File: config.mk
export PLATFORM = sky130hd
export DESIGN_NAME = fiv_arbiter
export DESIGN_NICKNAME = d
export VERILOG_FILES = /design/src/rtl/fiv_pkg.sv /design/src/rtl/fiv_regs.sv /design/src/rtl/fiv_fastsel.sv /design/src/rtl/fiv_prio.sv /design/src/rtl/fiv_arbiter.sv
export SDC_FILE = /design/constraint.sdc
export NUM_CORES = 1
export LEC_CHECK = 0
export BUFFER_PORTS_ARGS = -buffer_cell sky130_fd_sc_hd__buf_2
export CAP_MARGIN = 20
export CORE_MARGIN = 1.5
export CORE_UTILIZATION = 52
export CTS_CLUSTER_DIAMETER = 30
export DETAILED_ROUTE_END_ITERATION = 10
export PLACE_DENSITY_LB_ADDON = 0.15
export REMOVE_ABC_BUFFERS = 1
export SYNTH_ARGS = -nofsm -noshare
export SYNTH_HDL_FRONTEND = slang
export SYNTH_SLANG_ARGS = --single-unit
File: constraint.sdc
create_clock -name clk -period 73.6 [get_ports clk]
set_clock_uncertainty 0.05 [all_clocks]
set_input_delay 0 -clock clk [delete_from_list [all_inputs] [get_ports clk]]
set_output_delay 0 -clock clk [all_outputs]
set_load 0.1 [all_outputs]
File: src/rtl/fiv_pkg.sv
package fiv_pkg;
  localparam int REG_W  = 16;
  localparam int VEC_W  = 21;
  localparam int IDX_W  = 7;
  localparam int RADR_W = 3;
  localparam int NREG   = 8;
  localparam int HI_W   = VEC_W - REG_W;

  typedef enum logic [RADR_W-1:0] {
    RG_MATCH0 = 3'd0,
    RG_MATCH1 = 3'd1,
    RG_F0_LO  = 3'd2,
    RG_F0_HI  = 3'd3,
    RG_F1_LO  = 3'd4,
    RG_F1_HI  = 3'd5,
    RG_TB_LO  = 3'd6,
    RG_TB_HI  = 3'd7
  } fiv_reg_e;

  function automatic logic [REG_W-1:0] reg_mask(input int k);
    logic [REG_W-1:0] m;
    if (k < 2)           m = REG_W'((1 << IDX_W) - 1);
    else if (k % 2 == 1) m = REG_W'((1 << HI_W) - 1);
    else                 m = '1;
    return m;
  endfunction
endpackage

File: src/rtl/fiv_regs.sv
module fiv_regs
  import fiv_pkg::*;
(
  input  logic                clk,
  input  logic                rst_n,
  input  logic                wr_en,
  input  logic [RADR_W-1:0]   addr,
  input  logic [REG_W-1:0]    wdata,
  output logic [REG_W-1:0]    rdata,
  output logic [IDX_W-1:0]    match0,
  output logic [IDX_W-1:0]    match1,
  output logic [VEC_W-1:0]    fvec0,
  output logic [VEC_W-1:0]    fvec1,
  output logic [VEC_W-1:0]    tbase
);
  logic [REG_W-1:0] q [NREG];
  logic [REG_W-1:0] d [NREG];

  for (genvar k = 0; k < NREG; k++) begin : g_reg
    localparam logic [REG_W-1:0] MASK = reg_mask(k);
    logic ld;
    always_comb begin
      ld   = wr_en && (addr == RADR_W'(k));
      d[k] = ld ? (wdata & MASK) : q[k];
    end
    always_ff @(posedge clk or negedge rst_n) begin
      if (!rst_n)  q[k] <= '0;
      else if (ld) q[k] <= d[k];
    end
  end

  always_comb begin
    rdata  = q[addr];
    match0 = q[RG_MATCH0][IDX_W-1:0];
    match1 = q[RG_MATCH1][IDX_W-1:0];
    fvec0  = {q[RG_F0_HI][HI_W-1:0], q[RG_F0_LO]};
    fvec1  = {q[RG_F1_HI][HI_W-1:0], q[RG_F1_LO]};
    tbase  = {q[RG_TB_HI][HI_W-1:0], q[RG_TB_LO]};
  end

  AST_MATCH_LOADS: assert property (@(posedge clk) disable iff (!rst_n)
    $past(wr_en && addr == RG_MATCH0) |-> match0 == $past(wdata[IDX_W-1:0]))
    else $error("match0 load");
  AST_READ_UPPER_ZERO: assert property (@(posedge clk) disable iff (!rst_n)
    (addr == RG_MATCH0 || addr == RG_MATCH1) |-> rdata[REG_W-1:IDX_W] == '0)
    else $error("match upper bits");
endmodule

File: src/rtl/fiv_fastsel.sv
module fiv_fastsel
  import fiv_pkg::*;
#(
  parameter int NUM_IRQ  = 64,
  parameter int NUM_FAST = 2
)(
  input  logic [NUM_IRQ-1:0]            pend,
  input  logic [NUM_IRQ-1:0]            enabled,
  input  logic [NUM_FAST*IDX_W-1:0]     match,
  output logic [NUM_IRQ-1:0]            fast_mask,
  output logic [NUM_FAST-1:0]           hit
);
  logic [NUM_IRQ-1:0] sel [NUM_FAST];

  for (genvar f = 0; f < NUM_FAST; f++) begin : g_slot
    for (genvar i = 0; i < NUM_IRQ; i++) begin : g_cmp
      assign sel[f][i] = (match[f*IDX_W +: IDX_W] == IDX_W'(i));
    end
    assign hit[f] = |(sel[f] & pend & enabled);
  end

  always_comb begin
    fast_mask = '0;
    for (int f = 0; f < NUM_FAST; f++) fast_mask = fast_mask | sel[f];
  end
endmodule

File: src/rtl/fiv_prio.sv
module fiv_prio
  import fiv_pkg::*;
#(
  parameter int NUM_IRQ = 64,
  parameter int LVL_W   = 2
)(
  input  logic [NUM_IRQ-1:0]       pend,
  input  logic [NUM_IRQ*LVL_W-1:0] lvl,
  input  logic [NUM_IRQ-1:0]       excl,
  output logic                     any,
  output logic [IDX_W-1:0]         idx,
  output logic [LVL_W-1:0]         best_lvl
);
  always_comb begin
    best_lvl = '0;
    idx      = '0;
    for (int i = 0; i < NUM_IRQ; i++) begin
      if (pend[i] && !excl[i] && (lvl[i*LVL_W +: LVL_W] > best_lvl)) begin
        best_lvl = lvl[i*LVL_W +: LVL_W];
        idx      = IDX_W'(i);
      end
    end
    any = (best_lvl != '0);
  end
endmodule

File: src/rtl/fiv_arbiter.sv
module fiv_arbiter
  import fiv_pkg::*;
#(
  parameter int NUM_IRQ  = 64,
  parameter int LVL_W    = 2,
  parameter int FAST_LVL = 2
)(
  input  logic                       clk,
  input  logic                       rst_n,
  input  logic [NUM_IRQ-1:0]         irq_pend,
  input  logic [NUM_IRQ*LVL_W-1:0]   irq_lvl,
  input  logic                       reg_wr,
  input  logic [RADR_W-1:0]          reg_addr,
  input  logic [REG_W-1:0]           reg_wdata,
  output logic [REG_W-1:0]           reg_rdata,
  output logic                       win_valid,
  output logic                       win_fast,
  output logic [IDX_W-1:0]           win_irq,
  output logic [VEC_W-1:0]           win_addr
);
  localparam int NUM_FAST = 2;
  localparam logic [LVL_W-1:0] FAST_TIER = LVL_W'(FAST_LVL);

  logic [IDX_W-1:0]   match0, match1;
  logic [VEC_W-1:0]   fvec0, fvec1, tbase;
  logic [NUM_IRQ-1:0] enabled, fast_mask;
  logic [NUM_FAST-1:0] hit;
  logic               norm_any;
  logic [IDX_W-1:0]   norm_idx;
  logic [LVL_W-1:0]   norm_lvl;
  logic               norm_over;

  logic               valid_d, fast_d;
  logic [IDX_W-1:0]   irq_d;
  logic [VEC_W-1:0]   addr_d;

  fiv_regs u_regs (
    .clk(clk), .rst_n(rst_n), .wr_en(reg_wr), .addr(reg_addr),
    .wdata(reg_wdata), .rdata(reg_rdata), .match0(match0), .match1(match1),
    .fvec0(fvec0), .fvec1(fvec1), .tbase(tbase)
  );

  for (genvar i = 0; i < NUM_IRQ; i++) begin : g_en
    assign enabled[i] = |irq_lvl[i*LVL_W +: LVL_W];
  end

  fiv_fastsel #(.NUM_IRQ(NUM_IRQ), .NUM_FAST(NUM_FAST)) u_fast (
    .pend(irq_pend), .enabled(enabled), .match({match1, match0}),
    .fast_mask(fast_mask), .hit(hit)
  );

  fiv_prio #(.NUM_IRQ(NUM_IRQ), .LVL_W(LVL_W)) u_prio (
    .pend(irq_pend), .lvl(irq_lvl), .excl(fast_mask),
    .any(norm_any), .idx(norm_idx), .best_lvl(norm_lvl)
  );

  always_comb begin
    norm_over = norm_any && (norm_lvl > FAST_TIER);
    valid_d   = 1'b0;
    fast_d    = 1'b0;
    irq_d     = '0;
    addr_d    = '0;
    if (!norm_over && hit[0]) begin
      valid_d = 1'b1;
      fast_d  = 1'b1;
      irq_d   = match0;
      addr_d  = fvec0;
    end else if (!norm_over && hit[1]) begin
      valid_d = 1'b1;
      fast_d  = 1'b1;
      irq_d   = match1;
      addr_d  = fvec1;
    end else if (norm_any) begin
      valid_d = 1'b1;
      irq_d   = norm_idx;
      addr_d  = tbase + {{(VEC_W-IDX_W-1){1'b0}}, norm_idx, 1'b0};
    end
  end

  always_ff @(posedge clk or negedge rst_n) begin
    if (!rst_n) begin
      win_valid <= 1'b0;
      win_fast  <= 1'b0;
      win_irq   <= '0;
      win_addr  <= '0;
    end else begin
      win_valid <= valid_d;
      win_fast  <= fast_d;
      win_irq   <= irq_d;
      win_addr  <= addr_d;
    end
  end

  AST_FAST_IMPLIES_VALID: assert property (@(posedge clk) disable iff (!rst_n)
    win_fast |-> win_valid)
    else $error("fast without valid");
  AST_WINNER_WAS_PENDING: assert property (@(posedge clk) disable iff (!rst_n)
    win_valid |-> $past(irq_pend) != '0)
    else $error("winner with nothing pending");
  AST_SLOT0_FIRST: assert property (@(posedge clk) disable iff (!rst_n)
    ($past(hit[0]) && !$past(norm_over)) |-> (win_fast && win_irq == $past(match0)
      && win_addr == $past(fvec0)))
    else $error("slot 0 not chosen");
  AST_TABLE_ADDR: assert property (@(posedge clk) disable iff (!rst_n)
    (win_valid && !win_fast) |-> win_addr == $past(tbase) + VEC_W'({win_irq, 1'b0}))
    else $error("table address");
  AST_LEVEL3_OVERRIDES: assert property (@(posedge clk) disable iff (!rst_n)
    $past(norm_over) |-> (win_valid && !win_fast))
    else $error("level 3 lost to fast");
endmodule

; Yosys cells after proc, flatten, opt, wreduce, memory -nomap -nowiden
; Index checks and enable logic that the tools add are counted.
[totals]
rom_bits = 0
ram_bits = 0
elab_cells = 633
latch_bits = 0
output_inout_bits = 46
regBits = 107
in_bits = 214
n_memories = 0
[classes]
bitwise_logic = 6
reduce_logical = 274
eq_ne = 133
mul = 0
div_mod_pow = 0
shifts = 0
magnitude_cmp = 66
muxes = 141
addsub = 1
[op_table]
columns = operator, n
row1 = $eq 7x6->1 const B, 64
row2 = $and 64x64->64, 4
row3 = $eq 7x5->1 const B, 32
row4 = $mux 6, 32
row5 = $logic_and 1x1->1, 139
row6 = $mux 2, 66
row7 = $reduce_or 2->1, 64
row8 = $reduce_or 64->1, 2
row9 = $gt 2x2->1, 63
row10 = $eq 7x4->1 const B, 16
row11 = $mux 5, 16
row12 = $logic_not 1->1, 65
row13 = $or 64x64->64, 1
row14 = $mux 21, 3
row15 = $eq 7x3->1 const B, 8
row16 = $bmux 16 s3, 1
row17 = $mux 16, 2
row18 = $mux 4, 8
row19 = $eq 7x2->1 const B, 4
row20 = $add 21x8->21, 1
row21 = $mux 7, 3
row22 = $eq 7x1->1 const B, 2
row23 = $logic_not 7->1, 2
row24 = $eq 3x3->1 const B, 4
row25 = 10 further kinds, 19

; Longest topological paths before layout
; Gate-level depths: netlist of the first run.
[depth]
word_depth = 201
mapped_depth = 403
mapped_depth_nobuf = 401

; Hierarchy
; A second synthesis of the first run with hierarchy kept.
[unflattened]
cells_unflattened = 1835
hier_area_um2 = 14002.2
[by_module_without_submodules]
columns = module, cells_each, area_per_inst_um2, instances
row1 = fiv_prio, 963, 6137.1, 1
row2 = fiv_regs, 258, 3643.5, 1
row3 = fiv_arbiter, 282, 2284.7, 1
row4 = fiv_fastsel, 332, 1936.9, 1

; Worst setup path after synthesis of the first run
; OpenSTA, ideal clock, no wires.
[synth_timing]
path_kind = register -> register
from = register u_regs.q (netlist bit u_regs.match0[2])
to = register win_addr[19]
synth_period_minus_slack_ns = 71.712
required_ns = 73.423
setup_slack_ns = 1.888
stages_incl_launch_ff = 390
setup_time_ns = 0.127
path_buffers = 2
t_arrival_ns = 71.535
cell_sequence = dfrtp_1 > buf_2 > nor4_1 > a221o_1 > ha_1 > a21boi_0 > o221ai_2 > nor2_1 > mux2_2 > ha_1 > o41ai_1 > nand4_1 > and2_1 > ha_1 > nor2_1 > nor2_1 > or4_1 > a21bo_1 > (+354 left out) > clkbuf_1 > nand2_1 > nor4_1 > or2_2 > fa_1 > nor2b_1 > o21ai_0 > nand2b_1 > a21o_1 > a21o_1 > and2b_1 > inv_1 > nor2_1 > nand3_1 > xor2_1 > nor4_1 > a211oi_1 > a21oi_1
[synth_via]
elab_chain_cells = 201
elab_cells_between_ends = 460
cone_classes = add/sub (1) / order compare (64) / eq/ne (63) / mux (130) / bitwise (3) / reduce/logical (199)
[synth_lines]
columns = item, line_no
row1 = "start, declared", fiv_regs.sv:16  ; logic [REG_W-1:0] q [NREG];
row2 = "start signal, assigned by index", fiv_regs.sv:28  ; else if (ld) q[k] <= d[k];
row3 = "parallel branches: the longest is 200 deep, another holds $gt 2x2->1", -
row4 = $mux 21 (*), fiv_arbiter.sv:63  ; if (!norm_over && hit[0]) begin
row5 = net addr_d[19], fiv_arbiter.sv:35  ; logic [VEC_W-1:0] addr_d;
row6 = "end signal, assigned", fiv_arbiter.sv:90  ; win_addr <= addr_d;
row7 = "end, declared", fiv_arbiter.sv:19  ; output logic [VEC_W-1:0] win_addr
; Mark *: on every way through the listed nets, which the timed path passes.
; A chain may end at the register's enable or synchronous reset.

; Worst setup path in the final report of the first run
[layout_timing]
from = register u_regs.q (netlist bit u_regs.match1[0])
to = register win_addr[17]
; The elaborated chain is that of the path after synthesis.

==> results of run 1 <==
==> cell type report <==
class | count | share of cell area, %
Multi-Input combinational cell | 1409 | 63.4
Timing Repair Buffer | 453 | 15.6
Sequential cell | 107 | 14.9
Tap cell | 335 | 2.34
Inverter | 101 | 2.11
Clock buffer | 11 | 1.35
Clock inverter | 5 | 0.251
==> worst max-delay path by stage <==
stage / startpoint / endpoint / slack, ns / depth (start not counted)
floorplan: u_regs.match1[2]$_DFFE_PN0P_ / win_addr[19]$_DFF_PN0_ / 1.73 / 387
global placement: u_regs.match0[3]$_DFFE_PN0P_ / win_addr[19]$_DFF_PN0_ / -0.37 / 388
detailed placement: u_regs.match0[3]$_DFFE_PN0P_ / win_addr[19]$_DFF_PN0_ / -2.22 / 389
CTS: u_regs.match0[3]$_DFFE_PN0P_ / win_addr[19]$_DFF_PN0_ / 0.009 / 392
global route: u_regs.match1[0]$_DFFE_PN0P_ / win_addr[16]$_DFF_PN0_ / -0.83 / 391
finish: u_regs.match1[0]$_DFFE_PN0P_ / win_addr[17]$_DFF_PN0_ / 2.50 / 391
==> cells by family (layout without fill, tap and decap cells) <==
family | Yosys count | after routing | synth area share, %
other cells | 1 | 1 | 0.0274
flops | 107 | 107 | 19.5
compound gates | 542 | 542 | 27.6
buf+inv | 183 | 570 | 6.34
xor+xnor | 17 | 17 | 1.09
simple gates | 616 | 616 | 25.0
mux | 135 | 135 | 11.8
fa+ha+maj | 98 | 98 | 8.56
==> Yosys cell counts (all sizes together) (11+ instances only) <==
| library cell | count | area share, % |
|---|---|---|
| dfrtp | 107 | 20 |
| nor2b | 18 | 0.82 |
| o21ai | 159 | 5.9 |
| nor3b | 12 | 0.66 |
| ha | 72 | 6.6 |
| a21oi | 79 | 3.0 |
| o221a | 30 | 2.5 |
| nand4bb | 12 | 1.1 |
| mux2 | 113 | 9.3 |
| clkbuf | 36 | 0.99 |
| o221ai | 21 | 1.4 |
| or2 | 13 | 0.59 |
| a21o | 14 | 0.77 |
| nand4b | 13 | 1.0 |
| o22ai | 57 | 2.7 |
| a211oi | 20 | 1.1 |
| maj3 | 25 | 1.8 |
| a22oi | 23 | 1.3 |
| a221oi | 12 | 0.86 |
| mux2i | 12 | 0.88 |
| o211ai | 16 | 0.88 |
| buf | 46 | 2.6 |
| inv | 101 | 2.8 |
| nor2 | 140 | 3.8 |
| nand2 | 152 | 4.2 |
| o2111ai | 11 | 0.70 |
| nor3 | 38 | 1.6 |
| nand4 | 26 | 1.4 |
| nand3 | 40 | 1.5 |
| and3 | 19 | 0.87 |
| nor4 | 23 | 1.1 |
| and2 | 39 | 1.8 |
==> worst max-delay path, delay by kind of cell, from the launching register on <==
kind | cells | cell delay [ns]
and+or+nand+nor | 159 | 18.30
muxes | 25 | 7.72
adders and majority gates | 89 | 24.25
AOI/OAI and AO/OA | 108 | 19.07
xor gates and xnor gates | 1 | 0.16
buffers and inverters | 9 | 0.95
DFF | 1 | 0.41
==> placed cells by master (no fill, tap or decap), types with 13 or more instances in the layout <==
cell	count
a211oi_1	15
a21o_1	13
a21oi_1	67
a22oi_1	21
and2_1	34
and3_1	17
buf_2	259
buf_4	176
dfrtp_1	107
dlygate4sd3_1	16
ha_1	50
ha_4	18
inv_1	101
maj3_2	18
mux2_2	93
mux2_4	20
nand2_1	123
nand2_2	23
nand3_1	35
nand4_1	22
nor2_1	107
nor2_2	26
nor3_1	29
nor4_1	17
o211ai_1	16
o21ai_0	117
o21ai_1	21
o21ai_2	19
o221a_2	25
o221ai_1	19
o22ai_1	54
==> through the flow <==
stage | util (%) | std cells | setup WS (ns)
floorplan | - | 1617 | 1.73
global placement | 60.2 | 2303 | -0.366
CTS | 62.8 | 2346 | 0.00868
finish | 69.0 | 2421 | 2.50
global route | 69.0 | 2421 | -0.834
detailed placement | 60.2 | 2304 | -2.22
==> metal layers <==
layer | global-route usage (%) | vias up
met5 | 0 | -
met4 | 24.5 | 0
met3 | 6.89 | 340
met2 | 65.7 | 1092
met1 | 49.5 | 7807
li1 | - | 7273
==> state kept, by name, indices dropped and copies added (netlist names) <==
name,count
u_regs.fvec0,21
u_regs.fvec1,21
u_regs.tbase,21
win_addr,21
u_regs.match0,7
u_regs.match1,7
win_irq,7
win_fast,1
win_valid,1
==> repair_timing <==
item | 4_1_cts | 5_1_grt
setup buffers | 10 | 74
hold buffers | 16 | 0
gates resized for setup | 46 | 239
endpoints found under the setup margin | 29 | 29
hold endpoints to repair | 101 | 0
pin swaps | 11 | 182
==> impl_results.md, run 1 <==
- Post-layout min period: around 70 ns
- I/O Buffers: approximately 260
- Met3 routed WL: ~6.0 mm
- Slowest cell delay on critical path: 0.54 ns
- Worst Hold Depth: 2
- HP Class: in2reg
- EDFF count, synth: 0
- Die Ht: 165 µm
- Post-synthesis sequential area ratio: just under 20%
- Starting Density: a little over half
- Reg2reg start: u_regs.match1[0]$_DFFE_PN0P_
- Row cnt: 59
- Hold Path End: u_regs.fvec1[0]$_DFFE_PN0P_
- Hold_ws: -0.00279 ns
- IO Pins: 260
- Slew HR: between 15 and 20%
- N_diodes: 0
- Ratio of cells with drive above 1 in the final layout: between 40% and 50%
- Fin crit share: a little over nine tenths
- Starting DRT DRC Count: ~1.8k
- R2R Path End: win_addr[17]$_DFF_PN0_
- CP Data Required Time: 73.77 ns
- Vias in the first global route: between 10k and 15k
- Slew Limit Fails: 0
- Failing checks: hold timing
- Most common cell on crit path: ha_1
- WS Path Type: reg2reg
- Post-synthesis cell count: about 1.7k
- Worst skew pair latency: 0.34 ns
- Filler cells: between 2k and 2.5k
- Main flop type after synthesis: dfrtp_1
- NumNets Final: roughly 2.4k
- R2R setup slack: around 2.5 ns
- Routed wire length: around 60 mm
- Outcome: finished with violations
- Area grow syn2layout: 30.9%
- Register area: between 2000 and 3000 µm²
- Synthesized area: about 14000 µm²
- Setup Viol. Count Final: 0
- Initial antenna violation count: 0
- FF+latch count, synth: 107
- Hold wc startpoint: reg_wdata[0]
- Max-cap viol count: 0
- Reg2Reg Depth: roughly 390
- DR WL/cell: 24.6 µm
- Syn Area/Cell: roughly 8.1 µm²
- Final ANT Viol Nets: 0
- Routed vias: between 15k and 20k
- Final hold violation count: 2
- CP Capture Type: flop
- DR DRC count: 0
- Clock Tree Buf Depth: 2
- Placed Area: roughly 16000 µm²
- Max layer used: met4
- Slowest stage cell, crit path: or4_4
- Die W: about 170 µm
- Clock Tree Root: clkbuf_16
- Fmax: 14.1 MHz
- Setup TNS: 0 ns
- Core area: about 26000 µm²
- DR WL met2: 27.1 mm
- Final GP Congestion: about 1.0
- Multi-input gate area: 11400 µm²
- Met1 Wirelength: approximately 22 mm
- CTS tree: built
- Worst-path clk slew: approximately 0.07 ns
- Routed vias/inst: between 6 and 7
- GRT Util Overall: between 40% and 50%
- Die area: between 20000 and 30000 µm²
- Worst slew pin tran: approximately 1.2 ns
- CP max FO: 5
- DP HPWL: about 44 mm
- First-pass iteration count of the detailed router: 6
- Final instance area: about 18000 µm²
- Crit path arrival time: ~70 ns
- Netlist cell types: ~120
- CP Launch Type: flop
- Total CTS buffers: 9
- Largest net degree at the start of global routing: 76
- H-tree depth: 3
- First-pass GRT wire length: around 84 mm
- Synth warn: 0
- Total gr overflow: 0
- Asr flop ratio synth: 100%
- Clk sinks: between 100 and 150
Power of run 1 is left out: the tool's default activity adds up to more than one toggle a clock period on the data nets, which glitch-free logic cannot reach.
==> inputs of run 2 (changes only) <==
--- a/config.mk
+++ b/config.mk
@@ -7,6 +7,7 @@
 export LEC_CHECK = 0
 export BUFFER_PORTS_ARGS = -buffer_cell sky130_fd_sc_hd__buf_2
 export CAP_MARGIN = 20
+export CORE_ASPECT_RATIO = 1.5
 export CORE_MARGIN = 1.5
 export CORE_UTILIZATION = 52
 export CTS_CLUSTER_DIAMETER = 30
==> impl_results.md, run 2 (synthesis gave the netlist of run 1 again) <==
- Largest net degree at the start of global routing: 76 (unchanged)
- Commonest cells after routing, fill and taps aside: 259 x buf_2, 194 x buf_4, 125 x nand2_1, 117 x o21ai_0, 107 x dfrtp_1
- Post-layout min period: 71.97 ns (+0.866 ns)
- DP HPWL: 46.2 mm (+5.9%)
- Most common cell on crit path: ha_1
- Clk sinks: 107 (unchanged)
- Cells after DPL: 2322 (+0.78%)
- First-pass GRT wire length: 89.0 mm (+6.1%)
- DR WL/cell: 26.2 µm (+6.3%)
- Slowest cell delay on critical path: 0.43 ns (-0.11 ns)
- H-tree depth: 3 (unchanged)
- Cell depth of the worst setup path: 397 (+1.5%)
- Clock Tree Buf Depth: 2 (unchanged)
- Final hold violation count: 0 (-2)
- Slew HR: 23.5% (+5.8 points)
- Reg2Reg Depth: 397 (+1.5%)
- Worst slew pin tran: 1.13 ns (-0.0865 ns)
- Initial antenna violation count: 0 (unchanged)
- Final GP Congestion: 1.01 (-3.1%)
- Routed vias: 17.0k (+3.1%)
- WS Path Type: reg2reg
- Total gr overflow: 0 (unchanged)
- Die W: 136 µm (-18%)
- Starting DRT DRC Count: 1644 (-9.4%)
- Setup Viol. Count Final: 0 (unchanged)
- Die area: 27300 µm² (about the same)
- Crit path arrival time: 72.20 ns (+0.93 ns)
- Total CTS buffers: 9 (unchanged)
- Ratio of cells with drive above 1 in the final layout: 43.3% (+1.3 points)
- Row cnt: 72 (+22%)
- Routed wire length: 64.0 mm (+7.2%)
- CP Data Required Time: 73.83 ns (+0.06 ns)
- Final instance area: 18300 µm² (+2.0%)
- DR DRC count: 0 (unchanged)
- Worst-path clk slew: 0.07 ns (about the same)
- CP Launch Type: flop
- Routed vias/inst: 6.97 (+2.2%)
- I/O Buffers: 259 (unchanged)
- Area grow syn2layout: 33.5%
- Slowest stage cell, crit path: nor4_4
- Worst skew pair latency: 0.36 ns (+0.02 ns)
- Filler cells: 1993 (-8.3%)
- Setup TNS: 0 ns (unchanged)
- IO Pins: 260 (unchanged)
- Outcome: finished clean
- Clock Tree Root: clkbuf_16
- Starting Density: 53.0% (+0.27 points)
- Vias in the first global route: 16.2k (+8.2%)
- Fin crit share: 97.8% (+1.2 points)
- Delay-heaviest family, CP: adder cells
- First-pass iteration count of the detailed router: 6 (unchanged)
- CTS tree: built
- Pre-CTS setup slack: -2.64 ns (-0.418 ns)
- Final ANT Viol Nets: 0 (unchanged)
- Most common cell after layout, fill and taps aside: buf_2
- NumNets Final: 2390 (+0.93%)
- CP bufs+invs: 8 (-1)
- CP Capture Type: flop
- Slew Limit Fails: 0 (unchanged)
- Die Ht: 202 µm (+22%)
- HP Class: in2reg
- Worst Hold Depth: 3 (+1)
- GRT Util Overall: 43.0% (+2.7 points)
- Max-cap viol count: 0 (unchanged)
- Final WS setup: 1.63 ns (-0.866 ns)
- Placed Area: 15800 µm² (+1.0%)
- Post-Layout Cell Count: 2442 (+0.87%)
- CP max FO: 7 (+2)
- Core area: 25900 µm² (-0.50%)
- Fmax: 13.9 MHz (-1.2%)
==> run 2: final cells by class <==
class / instances / area, µm² / share of cell area (%)
multi-input cells: 1409 / 11400 / 62.6
flip-flops and latches: 107 / 2680 / 14.6
clock inverters: 7 / 148 / 0.807
repair buffers: 475 / 3000 / 16.4
clock buffers: 9 / 225 / 1.23
diodes: 1 / 2.50 / 0.0137
well taps: 333 / 417 / 2.28
inverters: 101 / 379 / 2.07
==> run 2: layer usage <==
layer  up-vias  part of all wire (%)  global-route usage [%]
met5         -                     0                       0
met4         0                    10                    35.9
met3       451                   9.0                    7.78
met2      1169                    48                    73.5
met1      8080                    33                    45.2
li1       7320                     -                       -
==> run 2: path summary, 6_finish.rpt <==
| path | start | endpoint | slack (ns) |
|---|---|---|---|
| setup / recovery | u_regs.match1[3]$_DFFE_PN0P_ | win_addr[19]$_DFF_PN0_ | 1.63 |
| hold / removal | irq_lvl[127] | win_valid$_DFF_PN0_ | 0.06 |
| setup reg to reg | u_regs.match1[3]$_DFFE_PN0P_ | win_addr[19]$_DFF_PN0_ | 1.63 |
| hold reg to reg | u_regs.fvec0[8]$_DFFE_PN0P_ | u_regs.fvec0[8]$_DFFE_PN0P_ | 0.46 |
| max in group asynchronous | rst_n | u_regs.fvec0[19]$_DFFE_PN0P_ | 72.14 |
| min in group asynchronous | rst_n | u_regs.fvec1[10]$_DFFE_PN0P_ | 0.07 |
==> run 2: through the flow <==
stage	hold WS, ns	utilization (%)
detailed placement	-0.0902	61.1
global route	0.0854	70.7
global placement	-0.0921	61.1
floorplan	-0.346	-
finish	0.0591	70.7
CTS	0.00930	64.3
==> run 2: tightest hold or removal path: cells and delay by family <==
family	cells	cell delay, ns
buf+inv	1	0.15
mux	1	0.17
simple gates	1	0.11
==> run 2: timing repair <==
action,in CTS,in global routing
setup buffers,15,69
pin swaps,11,184
hold buffers,17,0
endpoints found under the setup margin,29,29
endpoints found under the hold margin,109,0
gates resized for setup,48,254
Power of run 2 is left out for the same reason.
